[src/rtl/sr_pkg.sv]
package sr_pkg;

   localparam int GAIN_FRAC_W = 16;
   localparam int GAIN_W      = GAIN_FRAC_W + 1;
   localparam int STEPS_PER_OCTAVE_SHIFT = 6;

   // Fractional gain for the sub-6 dB remainder, unsigned Q1.16
   function automatic logic [GAIN_W-1:0] frac_gain(input logic [2:0] rem);
      case (rem)
         3'd0:    frac_gain = 17'd65536;
         3'd1:    frac_gain = 17'd58409;
         3'd2:    frac_gain = 17'd52057;
         3'd3:    frac_gain = 17'd46396;
         3'd4:    frac_gain = 17'd41350;
         3'd5:    frac_gain = 17'd36854;
         default: frac_gain = 17'd65536;
      endcase
   endfunction

endpackage

[src/rtl/sr_gain.sv]
module sr_gain
   import sr_pkg::*;
#(
   parameter int DATA_W = 24,
   parameter int ATT_W  = 7
) (
   input  logic signed [DATA_W-1:0] sample,
   input  logic        [ATT_W-1:0]  att,
   input  logic                     force_zero,
   output logic signed [DATA_W-1:0] scaled
);
   localparam int PROD_W = DATA_W + GAIN_W + 1;

   logic        [ATT_W-1:0]  shift_q;
   logic        [2:0]        rem_r;
   logic signed [PROD_W-1:0] prod;
   logic signed [PROD_W-1:0] shifted;

   always_comb begin
      shift_q = att / ATT_W'(STEPS_PER_OCTAVE_SHIFT);
      rem_r   = 3'(att % ATT_W'(STEPS_PER_OCTAVE_SHIFT));
      prod    = sample * $signed({1'b0, frac_gain(rem_r)});
      shifted = prod >>> (GAIN_FRAC_W + int'(shift_q));
      scaled  = force_zero ? '0 : shifted[DATA_W-1:0];
   end

endmodule

[src/rtl/sr_stepper.sv]
module sr_stepper #(
   parameter int ATT_W        = 7,
   parameter int RAMP_SAMPLES = 8,
   parameter int ZC_TIMEOUT   = 1024
) (
   input  logic             clk,
   input  logic             rst_n,
   input  logic             in_valid,
   input  logic             sign_in,
   input  logic [ATT_W:0]   setting,
   input  logic             soft_en,
   input  logic             zc_en,
   input  logic             ramp_evt,
   output logic [ATT_W-1:0] applied,
   output logic             muted
);
   localparam int CNT_W = $clog2(ZC_TIMEOUT + 1);
   localparam logic [ATT_W-1:0] ATT_MAX  = {ATT_W{1'b1}};
   localparam logic [CNT_W-1:0] RAMP_LIM = CNT_W'(RAMP_SAMPLES - 1);
   localparam logic [CNT_W-1:0] ZC_LIM   = CNT_W'(ZC_TIMEOUT - 1);

   logic [CNT_W-1:0] wait_cnt;
   logic             prev_sign;
   logic             force_r;
   logic [ATT_W-1:0] tgt;
   logic [ATT_W-1:0] nxt;
   logic             step_mode, zc_seen, timer_ok, zc_ok, move;

   always_comb begin
      tgt       = setting[ATT_W] ? ATT_MAX : setting[ATT_W-1:0];
      step_mode = soft_en | force_r;
      zc_seen   = sign_in ^ prev_sign;
      timer_ok  = !step_mode || (wait_cnt >= RAMP_LIM);
      zc_ok     = !zc_en || zc_seen || (wait_cnt >= ZC_LIM);
      move      = (applied != tgt) && timer_ok && zc_ok;
      if (!step_mode)         nxt = tgt;
      else if (applied < tgt) nxt = applied + 1'b1;
      else                    nxt = applied - 1'b1;
      muted     = setting[ATT_W] && (applied == ATT_MAX);
   end

   always_ff @(posedge clk or negedge rst_n) begin
      if (!rst_n) begin
         applied   <= '0;
         wait_cnt  <= '0;
         prev_sign <= 1'b0;
         force_r   <= 1'b0;
      end else if (ramp_evt) begin
         applied  <= ATT_MAX;
         force_r  <= 1'b1;
         wait_cnt <= '0;
      end else if (in_valid) begin
         prev_sign <= sign_in;
         if (applied == tgt) begin
            wait_cnt <= '0;
            force_r  <= 1'b0;
         end else if (move) begin
            applied  <= nxt;
            wait_cnt <= '0;
         end else if (wait_cnt < ZC_LIM) begin
            wait_cnt <= wait_cnt + 1'b1;
         end
      end
   end

   // soft moves are single steps
   p_single_step_r4: assert property (@(posedge clk) disable iff (!rst_n)
      (in_valid && !ramp_evt && step_mode) |=>
      (applied == $past(applied) || applied == $past(applied) + 1'b1 ||
       applied + 1'b1 == $past(applied)));

   // no soft move before the interval has elapsed
   p_hold_interval_r4: assert property (@(posedge clk) disable iff (!rst_n)
      (in_valid && !ramp_evt && step_mode && wait_cnt < RAMP_LIM) |=> $stable(applied));

   // zero-cross gating holds the value without a sign change
   p_zc_gate_r5: assert property (@(posedge clk) disable iff (!rst_n)
      (in_valid && !ramp_evt && zc_en && !(sign_in ^ prev_sign) && wait_cnt < ZC_LIM)
      |=> $stable(applied));

   // timeout forces the pending move
   p_zc_timeout_r6: assert property (@(posedge clk) disable iff (!rst_n)
      (in_valid && !ramp_evt && zc_en && applied != tgt && wait_cnt == ZC_LIM)
      |=> applied != $past(applied));

   // event drops to full attenuation
   p_evt_full_r9: assert property (@(posedge clk) disable iff (!rst_n)
      ramp_evt |=> applied == ATT_MAX);

endmodule

[src/rtl/sr_channel.sv]
module sr_channel #(
   parameter int DATA_W       = 24,
   parameter int ATT_W        = 7,
   parameter int RAMP_SAMPLES = 8,
   parameter int ZC_TIMEOUT   = 1024
) (
   input  logic                     clk,
   input  logic                     rst_n,
   input  logic                     in_valid,
   input  logic signed [DATA_W-1:0] sample,
   input  logic        [ATT_W:0]    setting,
   input  logic                     soft_en,
   input  logic                     zc_en,
   input  logic                     ramp_evt,
   output logic signed [DATA_W-1:0] out_sample
);
   logic [ATT_W-1:0]         applied;
   logic                     muted;
   logic signed [DATA_W-1:0] scaled;

   sr_stepper #(
      .ATT_W(ATT_W), .RAMP_SAMPLES(RAMP_SAMPLES), .ZC_TIMEOUT(ZC_TIMEOUT)
   ) u_stepper (
      .clk(clk), .rst_n(rst_n), .in_valid(in_valid),
      .sign_in(sample[DATA_W-1]), .setting(setting),
      .soft_en(soft_en), .zc_en(zc_en), .ramp_evt(ramp_evt),
      .applied(applied), .muted(muted)
   );

   sr_gain #(.DATA_W(DATA_W), .ATT_W(ATT_W)) u_gain (
      .sample(sample), .att(applied), .force_zero(muted), .scaled(scaled)
   );

   always_ff @(posedge clk or negedge rst_n) begin
      if (!rst_n)        out_sample <= '0;
      else if (in_valid) out_sample <= scaled;
   end

   // a muted channel at full attenuation emits zero
   p_mute_zero_r8: assert property (@(posedge clk) disable iff (!rst_n)
      (in_valid && muted) |=> out_sample == '0);

endmodule

[src/rtl/softramp_atten.sv]
module softramp_atten #(
   parameter int DATA_W       = 24,
   parameter int ATT_W        = 7,
   parameter int RAMP_SAMPLES = 8,
   parameter int ZC_TIMEOUT   = 1024
) (
   input  logic                     clk,
   input  logic                     rst_n,
   input  logic                     in_valid,
   input  logic signed [DATA_W-1:0] in_l,
   input  logic signed [DATA_W-1:0] in_r,
   input  logic        [ATT_W:0]    att_l,
   input  logic        [ATT_W:0]    att_r,
   input  logic                     soft_en,
   input  logic                     zc_en,
   input  logic                     ramp_evt,
   output logic                     out_valid,
   output logic signed [DATA_W-1:0] out_l,
   output logic signed [DATA_W-1:0] out_r
);
   localparam int NUM_CH = 2;

   if (DATA_W < 8) begin : g_bad_width
      $error("DATA_W must be at least 8");
   end
   if (ATT_W < 3 || ATT_W > 7) begin : g_bad_att
      $error("ATT_W must be 3..7");
   end
   if (RAMP_SAMPLES < 1) begin : g_bad_ramp
      $error("RAMP_SAMPLES must be at least 1");
   end
   if (ZC_TIMEOUT <= RAMP_SAMPLES) begin : g_bad_tmo
      $error("ZC_TIMEOUT must exceed RAMP_SAMPLES");
   end

   logic signed [DATA_W-1:0] ch_in  [NUM_CH];
   logic        [ATT_W:0]    ch_set [NUM_CH];
   logic signed [DATA_W-1:0] ch_out [NUM_CH];

   always_comb begin
      ch_in[0]  = in_l;
      ch_in[1]  = in_r;
      ch_set[0] = att_l;
      ch_set[1] = att_r;
   end

   for (genvar c = 0; c < NUM_CH; c++) begin : g_ch
      sr_channel #(
         .DATA_W(DATA_W), .ATT_W(ATT_W),
         .RAMP_SAMPLES(RAMP_SAMPLES), .ZC_TIMEOUT(ZC_TIMEOUT)
      ) u_ch (
         .clk(clk), .rst_n(rst_n), .in_valid(in_valid),
         .sample(ch_in[c]), .setting(ch_set[c]),
         .soft_en(soft_en), .zc_en(zc_en), .ramp_evt(ramp_evt),
         .out_sample(ch_out[c])
      );
   end

   always_ff @(posedge clk or negedge rst_n) begin
      if (!rst_n) out_valid <= 1'b0;
      else        out_valid <= in_valid;
   end

   assign out_l = ch_out[0];
   assign out_r = ch_out[1];

   // output strobe follows input strobe by one clock
   p_strobe_follow_r2: assert property (@(posedge clk) disable iff (!rst_n)
      in_valid |=> out_valid);
   p_strobe_idle_r2: assert property (@(posedge clk) disable iff (!rst_n)
      !in_valid |=> (!out_valid && $stable(out_l) && $stable(out_r)));

endmodule

[config.mk]
export PLATFORM = sky130hd
export DESIGN_NAME = softramp_atten
export DESIGN_NICKNAME = d
export VERILOG_FILES = /design/src/rtl/sr_pkg.sv /design/src/rtl/sr_gain.sv /design/src/rtl/sr_stepper.sv /design/src/rtl/sr_channel.sv /design/src/rtl/softramp_atten.sv
export SDC_FILE = /design/constraint.sdc
export NUM_CORES = 2
export LEC_CHECK = 0
export ABC_AREA = 1
export BUFFER_PORTS_ARGS = -buffer_cell sky130_fd_sc_hd__clkbuf_2
export CAP_MARGIN = 15
export CORE_ASPECT_RATIO = 0.8
export CORE_UTILIZATION = 49
export DETAILED_ROUTE_END_ITERATION = 8
export MAX_ROUTING_LAYER = met4
export PLACE_DENSITY = 0.67
export SLEW_MARGIN = 30
export SYNTH_ARGS = -nofsm -noshare
export SYNTH_HDL_FRONTEND = slang
export SYNTH_HIERARCHICAL = 1
export SYNTH_SLANG_ARGS = --single-unit
[constraint.sdc]
create_clock -name clk -period 8.5 [get_ports clk]
set_clock_uncertainty 0.1 [all_clocks]
set_input_delay 1.7 -clock clk [delete_from_list [all_inputs] [get_ports clk]]
set_output_delay 1.7 -clock clk [all_outputs]
set_load 0.01 [all_outputs]
==> impl_metrics.csv <==
group,metric,value,unit
status,status,"finished with violations",
status,violations,"setup timing",
clock_tree,cts_tree,"built",
place,routabilityCongestion,1.01,
route,via_count,37200,
setup_path,crit_required,8.69,ns
timing,period_needed,9.62,ns
logic_synthesis,synth_cells,5104,
min_path,hold_path_class,"register to register",
setup_path,slowest_delay,0.55,ns
logic_synthesis,synth_edf_count,0,
route,wl_met2,58.0,mm
timing,final-setup-viol-count,48,
timing,relSlewSlack,22.0,%
route,wl_met3,12.8,mm
global_route,first_global_vias,36800,
floorplan,num_rows,90,
final_layout,area_growth,37.6,%
setup_path,cpMostUsedCell,"nand2_1",
setup_path,cp_max_fo,6,
route,wirelength,132,mm
logic_synthesis,syn_area,37900,um2
setup_path,slowest_stage,"fa_1",
setup_path,critPathKind,"register to register",
clock_tree,cts_made_buffers,9,
final_layout,drive_above_1_share,36.3,%
floorplan,initial_core_util,49.9,%
route,met1_length,57.4,mm
setup_path,arrival,9.82,ns
final_layout,nets,7123,
logic_synthesis,async_flop_share,100,%
clock_tree,cts_sinks,89,
logic_synthesis,yosys.area.top_type_share,42.1,%
floorplan,die_w,313,um
logic_synthesis,ys_seq_area_share,5.87,%
floorplan,core_area,76000,um2
setup_path,startpoint,"g_ch[0].u_ch/u_stepper/applied[1]$_DFFE_PN0P_",
timing,drv_slew,0,
route,first_pass_iters,6,
global_route,grt_pass1_wl,199,mm
logic_synthesis,avgSynthCellArea,7.43,um2
global_route,gr-total-overflow,0,
clock_tree,cts_root_buffer,"clkbuf_16",
timing,period_share,113,%
clock_tree,ctsHtreeMaxLevel,3,
timing,rsz0062_at_grt,"yes",
setup_path,start_kind,"register",
timing,tightest_slew,1.17,ns
min_path,hp-start,"g_ch[0].u_ch/out_sample[20]$_DFFE_PN0P_",
route,drtAntennaViolNets,0,
run,cap_violations,0,
clock_tree,clk_latency,0.35,ns
global_route,grt_max_degree,64,
setup_path,r2r-start,"g_ch[0].u_ch/u_stepper/applied[1]$_DFFE_PN0P_",
clock_tree,clockBufferDepth,2,
timing,hold_violations,0,
route,wire_per_inst,18.6,um
logic_synthesis,ys_types,59,
floorplan,die_h,251,um
final_layout,fin_util,68.6,%
timing,clock.fmax,0.104,GHz
floorplan,io_pins,119,
logic_synthesis,ys_ff_latch,89,
global_route,grt_usage,33.5,%
route,top_layer,"met4",
global_route,antenna_found_initial,9,
floorplan,die_area,78500,um2
logic_synthesis,ys_warn_count,6,
logic_synthesis,synth_top_cells_by_area,"fa_1 (42%), inv_1 (13%), nand2_1 (12%)",
logic_synthesis,synth_top_flop_cell,"dfrtp_1",
setup_path,endpoint_kind,"register",
place,dp_hpwl,103,mm
route,routed_via_density,5.25,
timing,layout_setup_ws,-1.12,ns
place,port_buffers,118,
route,drtIter0Drc,3487,
timing,fin_setup_tns,-31.77,ns
logic_synthesis,synth_largest_area_cell,"fa_1",
clock_tree,clk_pin_slew_worst_paths,0.07,ns
route,drcViolationCount,0,
sequential cells by signal (all words and copies together) (netlist names):
register and flops:
g_ch.u_ch/u_stepper/force_r 2, g_ch.u_ch/u_stepper/prev_sign 2, g_ch.u_ch/out_sample 48, out_valid 1
g_ch.u_ch/u_stepper/wait_cnt 22, g_ch.u_ch/u_stepper/applied 14
cell usage after synthesis, types with 27 or more instances:
cell type and number:
clkbuf_1 47, inv_2 46, nand4_1 32, buf_2 27
a21oi_1 136, o21ai_1 39, ha_1 191, nand2_1 1186
nand3_1 360, dfrtp_1 89, nor2_1 465, xor2_1 44
inv_1 1323, nand2_2 35, o21ai_0 70, fa_1 798
layout by cell type (no fill, tap or decap), types with 10 or more instances in the layout:
master and instances:
ha_4 64, dfrtp_1 81, xor2_1 36, xnor2_1 11
o21ai_1 58, nand2_1 879, nand3_2 143, clkbuf_2 117
nand3_1 204, nand3_4 21, nor2_1 301, nand2_4 72
nand2_2 264, clkbuf_16 12, inv_4 18, inv_2 149
a21oi_1 63, o22ai_1 10, o21ai_0 36, buf_12 37
buf_4 777, nor2_2 92, o21ai_2 14, nand4_1 32
a21oi_2 57, nand2_8 15, buf_6 75, inv_1 1198
fa_1 742, ha_1 124, nor2_4 99, a21oi_4 19
conb_1 46, fa_2 56
layer usage:
layer	vias up	GRT usage (%)
met3	307	7.60
met2	1779	47.5
met4	0	6.37
met5	-	-
met1	18300	48.9
li1	16800	-
per-stage QoR:
| stage | instances | setup slack, ns | cell area [um2] | hold WS (ns) |
|---|---|---|---|---|
| 2_1_floorplan | 5146 | -0.279 | 38800 | 0.369 |
| 3_3_place_gp | 6851 | -1.38 | 45400 | 0.357 |
| 3_5_place_dp | 6851 | -1.38 | 45400 | 0.359 |
| 4_1_cts | 6980 | -0.842 | 48200 | 0.375 |
| 5_1_grt | 7090 | -1.60 | 52200 | 0.408 |
| 6_report | 7090 | -1.12 | 52200 | 0.380 |
path summary, 6_finish.rpt:
path	cells after the start	end	slack [ns]
setup / recovery	59	g_ch[0].u_ch/out_sample[4]$_DFFE_PN0P_	-1.12
hold reg to reg	2	g_ch[0].u_ch/out_sample[20]$_DFFE_PN0P_	0.38
setup reg to reg	59	g_ch[0].u_ch/out_sample[4]$_DFFE_PN0P_	-1.12
min in group asynchronous	1	g_ch[1].u_ch/out_sample[10]$_DFFE_PN0P_	1.14
max in group asynchronous	2	g_ch[0].u_ch/u_stepper/applied[5]$_DFFE_PN0P_	5.92
hold / removal	2	g_ch[0].u_ch/out_sample[20]$_DFFE_PN0P_	0.38
critical path, delay by kind of cell (launching register included):
family,cells,cell delay (ns)
compound gates,6,0.98
xor+xnor,2,0.51
fa+ha+maj,8,3.37
buf+inv,15,1.49
flops,1,0.44
simple gates,28,2.64
layout make-up:
type                            instances  area [um2]
Clock inverter                          7        55.1
Fill cell                            6024       23800
Antenna cell                            9        22.5
Inverter                             1386        5340
Tap cell                             1012        1270
Sequential cell                        89        2240
Timing Repair inverter                  1        6.26
Clock buffer                            9         225
Timing Repair Buffer                 1017        8220
Multi-Input combinational cell       3560       34800
cell families after synthesis:
family,synth area share (%)
simple gates,24.1
buf+inv,15.6
fa+ha+maj,48.4
compound gates,4.56
flops,5.87
xor+xnor,1.43
other cells,0.0396
what timing repair did:
action / CTS / global route
gates cloned: 6 / 3
endpoints found under the setup margin: 48 / 48
pin swaps: 223 / 576
hold buffers: 0 / 0
buffers inserted: 107 / 103
resized for setup: 413 / 855
hold endpoints to repair: 0 / 0
Power is not shown: default switching activity piles up to over one toggle a cycle in this logic, so the estimate is an artifact.
